**config.mk**
```make
export PLATFORM = sky130hd
export DESIGN_NAME = vect_intc
export DESIGN_NICKNAME = d
export VERILOG_FILES = /design/src/rtl/intc_pkg.sv /design/src/rtl/intc_edge_sync.sv /design/src/rtl/intc_flag_bank.sv /design/src/rtl/intc_arbiter.sv /design/src/rtl/vect_intc.sv
export SDC_FILE = /design/constraint.sdc
export NUM_CORES = 1
export LEC_CHECK = 0
export CAP_MARGIN = 20
export CORE_UTILIZATION = 53
export CTS_CLUSTER_DIAMETER = 150
export DETAILED_ROUTE_END_ITERATION = 8
export GPL_ROUTABILITY_DRIVEN = 0
export PLACE_DENSITY_LB_ADDON = 0.05
export SLEW_MARGIN = 30
export SYNTH_ARGS = -nofsm -noshare
export SYNTH_HDL_FRONTEND = slang
export SYNTH_HIERARCHICAL = 1
export SYNTH_SLANG_ARGS = --single-unit
```
**constraint.sdc**
```tcl
create_clock -name clk -period 2 [get_ports clk]
set_input_delay 0.5 -clock clk [delete_from_list [all_inputs] [get_ports clk]]
set_output_delay 0.5 -clock clk [all_outputs]
set_load 0.02 [all_outputs]
```
**src/rtl/intc_pkg.sv**
```systemverilog
// intc_pkg: shared constants, register address codes and the source-to-vector map.
// Assumes sources are numbered external first (pin order), then internal.
package intc_pkg;
    localparam int VEC_W         = 5;
    localparam int EXT_BASE_VEC  = 4;
    localparam int INT_LOW_BASE  = 10;
    localparam int INT_LOW_CNT   = 2;
    localparam int INT_HIGH_BASE = 13;

    typedef enum logic [2:0] {
        RA_EXT_FLAG = 3'd0,
        RA_EXT_EN   = 3'd1,
        RA_PIN_FN   = 3'd2,
        RA_EDGE     = 3'd3,
        RA_INT_FLAG = 3'd4,
        RA_INT_EN   = 3'd5,
        RA_MASK     = 3'd6,
        RA_NONE     = 3'd7
    } reg_addr_e;

    // Vector number of source s; the numbering rises with s, so lower s wins.
    function automatic logic [VEC_W-1:0] src_vector(input int s, input int n_ext);
        int v;
        if (s < n_ext)
            v = EXT_BASE_VEC + s;
        else if ((s - n_ext) < INT_LOW_CNT)
            v = INT_LOW_BASE + (s - n_ext);
        else
            v = INT_HIGH_BASE + (s - n_ext - INT_LOW_CNT);
        return v[VEC_W-1:0];
    endfunction
endpackage

```
**src/rtl/intc_edge_sync.sv**
```systemverilog
// intc_edge_sync: per-pin two-flop synchroniser, history flop and
// polarity-selected edge detector, gated by the pin-function bit.
// Assumes the pins are asynchronous and held for at least two clocks.
module intc_edge_sync #(
    parameter int W = 5
) (
    input  logic         clk,
    input  logic         rst_n,
    input  logic [W-1:0] pin,
    input  logic [W-1:0] fn_sel,
    input  logic [W-1:0] edge_rise,
    output logic [W-1:0] edge_hit
);
    logic [W-1:0] sync1, sync2, hist;

    // Capture the pins and shift the synchroniser and history stages.
    always_ff @(posedge clk) begin
        if (!rst_n) begin
            sync1 <= '0;
            sync2 <= '0;
            hist  <= '0;
        end else begin
            sync1 <= pin;
            sync2 <= sync1;
            hist  <= sync2;
        end
    end

    // One detector per pin; polarity and function gate come from registers.
    for (genvar i = 0; i < W; i++) begin : g_pin
        logic rose_i, fell_i;
        assign rose_i      = sync2[i] & ~hist[i];
        assign fell_i      = ~sync2[i] & hist[i];
        assign edge_hit[i] = fn_sel[i] & (edge_rise[i] ? rose_i : fell_i);
    end
endmodule

```
**src/rtl/intc_flag_bank.sv**
```systemverilog
// intc_flag_bank: sticky request flags. A set input wins over a clearing
// write in the same cycle; writing 1 to a bit leaves it unchanged.
module intc_flag_bank #(
    parameter int W = 5
) (
    input  logic         clk,
    input  logic         rst_n,
    input  logic [W-1:0] set_in,
    input  logic         clr_we,
    input  logic [W-1:0] clr_data,
    output logic [W-1:0] flags
);
    logic [W-1:0] kept;

    // Bits kept after an optional write-zero-to-clear access.
    always_comb kept = clr_we ? (flags & clr_data) : flags;

    // Update the flags: new set events OR surviving bits.
    always_ff @(posedge clk) begin
        if (!rst_n) flags <= '0;
        else        flags <= kept | set_in;
    end
endmodule

```
**src/rtl/intc_arbiter.sv**
```systemverilog
// intc_arbiter: picks the pending source with the lowest vector and
// registers request and vector. A presented request is held until an
// acknowledge or a set mask removes it; an acknowledge also raises the mask
// (done by the parent on the same edge).
module intc_arbiter
    import intc_pkg::*;
#(
    parameter int N_EXT = 5,
    parameter int N_INT = 10,
    localparam int N_SRC = N_EXT + N_INT
) (
    input  logic             clk,
    input  logic             rst_n,
    input  logic [N_SRC-1:0] pend,
    input  logic             mask,
    input  logic             ack,
    output logic             irq_req,
    output logic [VEC_W-1:0] irq_vec
);
    logic             any_pend;
    logic [VEC_W-1:0] win_vec;

    // Scan from the highest index down so the lowest pending index remains.
    always_comb begin
        any_pend = |pend;
        win_vec  = '0;
        for (int s = N_SRC - 1; s >= 0; s--) begin
            if (pend[s]) win_vec = src_vector(s, N_EXT);
        end
    end

    // Output stage: drop on ack or mask, load when idle, otherwise hold.
    always_ff @(posedge clk) begin
        if (!rst_n) begin
            irq_req <= 1'b0;
            irq_vec <= '0;
        end else if (ack || mask) begin
            irq_req <= 1'b0;
        end else if (!irq_req && any_pend) begin
            irq_req <= 1'b1;
            irq_vec <= win_vec;
        end
    end
endmodule

```
**src/rtl/vect_intc.sv**
```systemverilog
// vect_intc: top level. Holds the software-visible enables, pin-function
// bits, edge selects and global mask, and wires the synchroniser, two flag
// banks and the arbiter. Assumes a single clock and synchronous reset.
module vect_intc
    import intc_pkg::*;
#(
    parameter int N_EXT = 5,
    parameter int N_INT = 10,
    localparam int REG_W = (N_INT > N_EXT) ? N_INT : N_EXT
) (
    input  logic             clk,
    input  logic             rst_n,
    input  logic [N_EXT-1:0] ext_pin,
    input  logic [N_INT-1:0] int_strobe,
    input  logic             reg_we,
    input  logic [2:0]       reg_addr,
    input  logic [REG_W-1:0] reg_wdata,
    output logic [REG_W-1:0] reg_rdata,
    output logic             irq_req,
    output logic [VEC_W-1:0] irq_vec,
    input  logic             irq_ack
);
    reg_addr_e        addr;
    logic [N_EXT-1:0] ext_en, pin_fn, edge_rise, ext_hit, ext_flags;
    logic [N_INT-1:0] int_en, int_flags;
    logic             mask_q;
    logic             wr_ext_flag, wr_int_flag;

    assign addr        = reg_addr_e'(reg_addr);
    assign wr_ext_flag = reg_we && (addr == RA_EXT_FLAG);
    assign wr_int_flag = reg_we && (addr == RA_INT_FLAG);

    // Configuration registers written by software.
    always_ff @(posedge clk) begin
        if (!rst_n) begin
            ext_en    <= '0;
            pin_fn    <= '0;
            edge_rise <= '0;
            int_en    <= '0;
        end else if (reg_we) begin
            case (addr)
                RA_EXT_EN: ext_en    <= reg_wdata[N_EXT-1:0];
                RA_PIN_FN: pin_fn    <= reg_wdata[N_EXT-1:0];
                RA_EDGE:   edge_rise <= reg_wdata[N_EXT-1:0];
                RA_INT_EN: int_en    <= reg_wdata[N_INT-1:0];
                default: ;
            endcase
        end
    end

    // Global mask: set by reset and by an acknowledge, else software-written.
    always_ff @(posedge clk) begin
        if (!rst_n)                        mask_q <= 1'b1;
        else if (irq_ack)                  mask_q <= 1'b1;
        else if (reg_we && addr == RA_MASK) mask_q <= reg_wdata[0];
    end

    // Combinational read mux, zero-extended to the register width.
    always_comb begin
        reg_rdata = '0;
        case (addr)
            RA_EXT_FLAG: reg_rdata[N_EXT-1:0] = ext_flags;
            RA_EXT_EN:   reg_rdata[N_EXT-1:0] = ext_en;
            RA_PIN_FN:   reg_rdata[N_EXT-1:0] = pin_fn;
            RA_EDGE:     reg_rdata[N_EXT-1:0] = edge_rise;
            RA_INT_FLAG: reg_rdata[N_INT-1:0] = int_flags;
            RA_INT_EN:   reg_rdata[N_INT-1:0] = int_en;
            RA_MASK:     reg_rdata[0]         = mask_q;
            default:     reg_rdata            = '0;
        endcase
    end

    intc_edge_sync #(.W(N_EXT)) u_sync (
        .clk       (clk),
        .rst_n     (rst_n),
        .pin       (ext_pin),
        .fn_sel    (pin_fn),
        .edge_rise (edge_rise),
        .edge_hit  (ext_hit)
    );

    intc_flag_bank #(.W(N_EXT)) u_ext_flags (
        .clk      (clk),
        .rst_n    (rst_n),
        .set_in   (ext_hit),
        .clr_we   (wr_ext_flag),
        .clr_data (reg_wdata[N_EXT-1:0]),
        .flags    (ext_flags)
    );

    intc_flag_bank #(.W(N_INT)) u_int_flags (
        .clk      (clk),
        .rst_n    (rst_n),
        .set_in   (int_strobe),
        .clr_we   (wr_int_flag),
        .clr_data (reg_wdata[N_INT-1:0]),
        .flags    (int_flags)
    );

    intc_arbiter #(.N_EXT(N_EXT), .N_INT(N_INT)) u_arb (
        .clk     (clk),
        .rst_n   (rst_n),
        .pend    ({int_flags & int_en, ext_flags & ext_en}),
        .mask    (mask_q),
        .ack     (irq_ack),
        .irq_req (irq_req),
        .irq_vec (irq_vec)
    );
endmodule

```
-- Word-level counts from Yosys, hierarchy flattened
Index checks and enable logic that the tools add are counted.
- output and inout port bits: 16
- latch bits: 0
- flip-flop bits (word level): 62
- ROM bits: 0
- word-level logic and storage cells: 91
- bits in writable memories: 0
- memories: 0
- reductions and logical operators: 15
- $mul: 0
- equal/unequal tests: 6
- divide/modulo/power cells: 0
- $add $sub $neg: 0
- shifts and indexed selects: 0
- multiplexer cells: 25
- bitwise logic cells: 33
- order comparisons: 0
- operator list (cell ; number):
    2-to-1 mux 5 bit ; 16
    case mux 4 bit (6 select lines) ; 1
    AND 10 bit ; 2
    AND 1 bit ; 15
    OR reduction 15 bit ; 1
    NOT 1 bit ; 12
    AND 5 bit ; 2
    2-to-1 mux 10 bit ; 1
    bitwise OR 10 bit ; 1
    case mux 5 bit (2 select lines) ; 1
    AND reduction 2 bit ; 5
    equality test 3 bit (second input constant) ; 3
    case mux 1 bit (7 select lines) ; 1
    equality test 3 x 2 -> 1 bit (second input constant) ; 2
    2-to-1 mux 1 bit ; 5
    bitwise OR 5 bit ; 1
    logical AND 1 bit ; 4
    OR reduction 2 bit ; 2
    equality test 3 x 1 -> 1 bit (second input constant) ; 1
    zero test 3 bit ; 1
    zero test 1 bit ; 1
    logical OR 1 bit ; 1

-- Depth between registers and ports, before layout
- depth after elaboration: 16
- gate-level depth with buffers: 6
- depth with buffers taken out: 6

-- Modules after synthesis
The synthesis kept the hierarchy.
- by module, submodules not included (module ; instances ; area an instance (sq um) ; cells an instance ; seq. area each (sq um)):
    vect_intc ; 1 ; 1511.4 ; 164 ; 520.5
    intc_edge_sync ; 1 ; 538.0 ; 46 ; 300.3
    intc_arbiter ; 1 ; 440.4 ; 52 ; 120.1
    intc_flag_bank at u_int_flags ; 1 ; 365.4 ; 40 ; 200.2
    intc_flag_bank at u_ext_flags ; 1 ; 198.9 ; 20 ; 100.1

-- Worst setup path before layout
OpenSTA, ideal clock, no wires.
- path type: input to output
- start: in reg_addr[1]
- end: out reg_rdata[0]
- stages on the path: 4
- arrival time: 1425 ps
- slack: 75 ps
- path through: buf_2 buf_4 mux4_2 mux2_2
- word-level cells in the longest chain between the ends: 2
- elaborated cells between the ends (all ways): 8
- ends and longest elaborated chain (item ; RTL line ; source):
    start, declared ; vect_intc.sv:16 ; input logic [2:0] reg_addr,
    equality test 3 bit, or another cell as far along ; vect_intc.sv:61 ; case (addr)
    case mux 1 bit (7 select lines) (*) ; vect_intc.sv:61 ;
    end, declared ; vect_intc.sv:18 ; output logic [REG_W-1:0] reg_rdata,
Mark *: on every way between the ends. The rest lies on a longest branch, timed or not.

-- Worst setup path after layout
- start: reg edge_rise[0]
- end: out reg_rdata[0]
- word-level cells in the longest chain between the ends: 1
- ends and longest elaborated chain (item ; RTL line ; source):
    start, declared ; vect_intc.sv:24 ; logic [N_EXT-1:0] ext_en, pin_fn, edge_rise, ext_hit, ext_flags;
    start signal, assigned ; vect_intc.sv:44 ; RA_EDGE: edge_rise <= reg_wdata[N_EXT-1:0];
    case mux 1 bit (7 select lines) ; vect_intc.sv:61 ;
No other way between the ends.

==> run_summary.xml <==
<?xml version="1.0" encoding="UTF-8"?>
<metrics>
  <group name="status">
    <metric name="result_of_the_run" unit="">finished with violations</metric>
    <metric name="failed_checks" unit="">negative setup slack</metric>
  </group>
  <group name="clock_network">
    <metric name="cts_buffers" unit="">9</metric>
    <metric name="clock_sinks" unit="">62</metric>
    <metric name="cts.htree.levels" unit="">3</metric>
    <metric name="clk-insertion-delay-late" unit="ns">0.34</metric>
    <metric name="tritoncts_clock_tree" unit="">built</metric>
    <metric name="clk_path_buf_depth" unit="">2</metric>
    <metric name="hold_fix_buffer_count_after_cts" unit="">0</metric>
    <metric name="clock_tree.root_cell" unit="">sky130_fd_sc_hd__clkbuf_8</metric>
    <metric name="cts.clk_slew.worst_paths" unit="ns">0.07</metric>
  </group>
  <group name="yosys">
    <metric name="synth_enable_flop_cells" unit="">0</metric>
    <metric name="post_synth_fa_ha_maj_area_fraction" unit="">0</metric>
    <metric name="yosys.cell_types.count" unit="">50</metric>
    <metric name="postSynth.asyncResetShare" unit="">0</metric>
    <metric name="synth_top_area_share" unit="">0.406</metric>
    <metric name="synth-compound-area-share" unit="">0.112</metric>
    <metric name="xor_xnor_fraction_of_synth_area" unit="">0</metric>
    <metric name="netlist_area" unit="um^2">3050</metric>
    <metric name="post_synth_top_flop" unit="">sky130_fd_sc_hd__dfxtp_1</metric>
    <metric name="mappedNetlistNets" unit="">354</metric>
    <metric name="post_synth_and_or_nand_nor_area_fraction" unit="">0.325</metric>
    <metric name="synth_top_family_by_area" unit="">simple AND/OR/NAND/NOR gates</metric>
    <metric name="seq_area_frac_synth" unit="">0.406</metric>
    <metric name="synth_top_area_cell" unit="">sky130_fd_sc_hd__dfxtp_1</metric>
    <metric name="post_synth_inst_count" unit="">322</metric>
    <metric name="ys_warn_count" unit="">6</metric>
    <metric name="ys_ff_latch" unit="">62</metric>
    <metric name="ys_top_cells_by_area" unit="">sky130_fd_sc_hd__dfxtp_1 41%, sky130_fd_sc_hd__mux2i_1 11%, sky130_fd_sc_hd__and2_1 3.9%, sky130_fd_sc_hd__nand2_1 3.6%, sky130_fd_sc_hd__nor2_1 3.3%</metric>
    <metric name="synth.avg_cell_area" unit="um^2">9.49</metric>
    <metric name="muxShareOfSynthArea" unit="">0.122</metric>
  </group>
  <group name="pwr">
    <metric name="switching_share" unit="">0.233</metric>
    <metric name="seq_power_share" unit="">0.458</metric>
    <metric name="cellLeakagePower" unit="nW">1.61</metric>
    <metric name="comb_pwr_share" unit="">0.103</metric>
    <metric name="total_power" unit="mW">2.83</metric>
    <metric name="powerDensity" unit="nW/um^2">712</metric>
    <metric name="cellInternalPower" unit="mW">2.17</metric>
    <metric name="vdd_drop_max" unit="V">0.000586</metric>
    <metric name="power_frac_clock" unit="">0.439</metric>
    <metric name="switching_power" unit="mW">0.660</metric>
  </group>
  <group name="timing">
    <metric name="report.final.slew_viol_count" unit="">0</metric>
    <metric name="timing.final.crit_period" unit="ns">2.04</metric>
    <metric name="hold_ws" unit="ns">0.441</metric>
    <metric name="setup_ws" unit="ns">-0.0406</metric>
    <metric name="worst_tran_pin_value" unit="ns">0.359</metric>
    <metric name="timing.final.hold_violations" unit="">0</metric>
    <metric name="timing.fmax" unit="GHz">0.490</metric>
    <metric name="max-slew-margin-rel" unit="">0.755</metric>
    <metric name="grt_setup_unrepaired" unit="">true</metric>
    <metric name="finalSetupViolations" unit="">1</metric>
    <metric name="fin_crit_sh" unit="">1.02</metric>
    <metric name="fin_skew" unit="ns">0.00484</metric>
  </group>
  <group name="grt">
    <metric name="grt_max_degree" unit="">32</metric>
    <metric name="first_global_vias" unit="">2321</metric>
    <metric name="initial_antenna_violation_count" unit="">0</metric>
    <metric name="globalRouteOverflowTotal" unit="">0</metric>
    <metric name="grt_util_all_layers" unit="">0.243</metric>
    <metric name="first_pass_grt_wire_length" unit="um">11300</metric>
  </group>
  <group name="detailed_routing">
    <metric name="final_antenna_net_count" unit="">0</metric>
    <metric name="vias_per_cell" unit="">5.39</metric>
    <metric name="route.detailed.wl_per_inst" unit="um">15.0</metric>
    <metric name="routed_wirelength" unit="um">7000</metric>
    <metric name="drt_pre_antenna_iters" unit="">4</metric>
    <metric name="drc" unit="">0</metric>
    <metric name="drt_iter0_drc" unit="">105</metric>
    <metric name="vias" unit="">2519</metric>
  </group>
  <group name="layout">
    <metric name="n_antenna_cell" unit="">0</metric>
    <metric name="drive_above_1_share" unit="">0.203</metric>
    <metric name="syn2layout_area_growth" unit="%">30.2</metric>
    <metric name="final_net_count" unit="">422</metric>
    <metric name="final_common_cell" unit="">sky130_fd_sc_hd__dfxtp_1</metric>
    <metric name="most-common-layout-cells" unit="">60 x sky130_fd_sc_hd__dfxtp_1, 34 x sky130_fd_sc_hd__clkdlybuf4s50_1, 33 x sky130_fd_sc_hd__mux2i_1</metric>
  </group>
  <group name="worst_setup_path">
    <metric name="crit_fanout" unit="">2</metric>
    <metric name="arrival" unit="ns">1.54</metric>
    <metric name="setup.worst_path.end_class" unit="">output pin</metric>
    <metric name="path_class" unit="">register to output pin</metric>
    <metric name="timing.critical_path.required" unit="ns">1.50</metric>
    <metric name="timing.critical_path.from_type" unit="">register</metric>
  </group>
  <group name="floorplan">
    <metric name="die_area" unit="um^2">6070</metric>
    <metric name="floorplan.initialDensity" unit="">0.551</metric>
    <metric name="die-height" unit="um">77.9</metric>
    <metric name="floorplan.rows" unit="">27</metric>
    <metric name="core_area" unit="um^2">5540</metric>
    <metric name="die-width" unit="um">77.9</metric>
    <metric name="ios" unit="">48</metric>
  </group>
  <group name="placement">
    <metric name="place_hpwl" unit="um">4910</metric>
    <metric name="port_buffers" unit="">47</metric>
  </group>
  <group name="worst_hold_path">
    <metric name="hold_path.class" unit="">register to register</metric>
  </group>
  <group name="run">
    <metric name="drv.max_cap_violation_count" unit="">0</metric>
  </group>
</metrics>
## critical path, cell delays in order (launching register included)
cell and delay [ns]:
sky130_fd_sc_hd__dfxtp_2 0.32, sky130_fd_sc_hd__mux4_2 0.46, sky130_fd_sc_hd__mux2_4 0.28, sky130_fd_sc_hd__buf_6 0.13
## power by group through the flow
stage	clock, mW	combinational [mW]	sequential, mW
finish	1.24	0.291	1.30
global route	1.32	0.316	1.30
CTS	1.27	0.289	1.30
detailed placement	0	0.282	1.32
global placement	0	0.278	1.32
floorplan	0	0.145	1.32
## stage by stage
step	setup WS, ns	cell area [um^2]	utilization	std cells	TNS (ns)
final	-0.0406	3980	0.718	467	-0.0406
after global routing	-0.0790	3980	0.718	467	-0.0790
after CTS	-0.0618	3960	0.715	467	-0.0618
after detailed placement	-0.854	3710	0.670	450	-12.88
after global placement	-0.851	3710	0.670	450	-12.25
after floorplan	0.0753	3050	-	322	0
## state kept, by name, indices dropped and copies added, names as in the netlist, 5 cells and up
signal / flops
u_int_flags/flags: 10
u_arb/irq_vec: 5
ext_en: 5
int_en: 10
edge_rise: 5
u_ext_flags/flags: 5
u_sync/sync1: 5
pin_fn: 5
u_sync/hist: 5
u_sync/sync2: 5
## cell usage after synthesis, types with 4 or more instances
cell type / instances
sky130_fd_sc_hd__nor2_1: 27
sky130_fd_sc_hd__nand2b_1: 4
sky130_fd_sc_hd__inv_1: 5
sky130_fd_sc_hd__dfxtp_1: 62
sky130_fd_sc_hd__buf_2: 5
sky130_fd_sc_hd__nor2b_1: 16
sky130_fd_sc_hd__nor3b_1: 9
sky130_fd_sc_hd__a21oi_1: 8
sky130_fd_sc_hd__nand4bb_1: 5
sky130_fd_sc_hd__mux2i_1: 34
sky130_fd_sc_hd__a21boi_0: 10
sky130_fd_sc_hd__nand2_1: 29
sky130_fd_sc_hd__and2_1: 19
sky130_fd_sc_hd__nor3b_2: 5
sky130_fd_sc_hd__and2_2: 11
sky130_fd_sc_hd__o21ai_0: 17
sky130_fd_sc_hd__nand4b_1: 7
## per-layer routing
metal | vias up | global-route usage | share of wire
met3 | 7 | 0.0388 | 0.043
met1 | 1175 | 0.322 | 0.47
li1 | 1279 | - | -
met4 | 0 | 0.104 | 0.011
met5 | - | 0 | 0
met2 | 58 | 0.391 | 0.47
## cell families (layout without fill, tap and decap cells)
kind of cell / count (synthesis) / after routing
buffers and inverters: 19 / 92
AO/OA/AOI/OAI: 52 / 52
flip-flops: 62 / 62
multiplexers: 36 / 36
AND/OR/NAND/NOR: 153 / 153
## path summary, 6_finish.rpt
check,startpoint,endpoint,slack [ns],depth (start not counted)
hold reg to reg,u_sync/sync1[0],u_sync/sync2[0],0.44,1
setup / recovery,edge_rise[0],reg_rdata[0],-0.04,3
setup reg to reg,u_ext_flags/flags[3],u_arb/irq_vec[2],0.19,6
hold / removal,u_sync/sync1[0],u_sync/sync2[0],0.44,1
## what timing repair did
action                                 in CTS  in global routing
gates resized for setup                    61                  6
endpoints found under the hold margin       0                  0
setup endpoints to repair                  10                  5
pin swaps                                   0                  1
buffers inserted                            1                  0
## cell type report
type | count | area, um^2
fillers | 466 | 1560
well taps | 72 | 90.1
clock buffers | 11 | 141
multi-input cells | 241 | 1740
repair buffers | 71 | 664
clock inverters | 5 | 82.6
flip-flops and latches | 62 | 1240
inverters | 5 | 18.8
No activity file was read; power rests on OpenSTA's default activity.
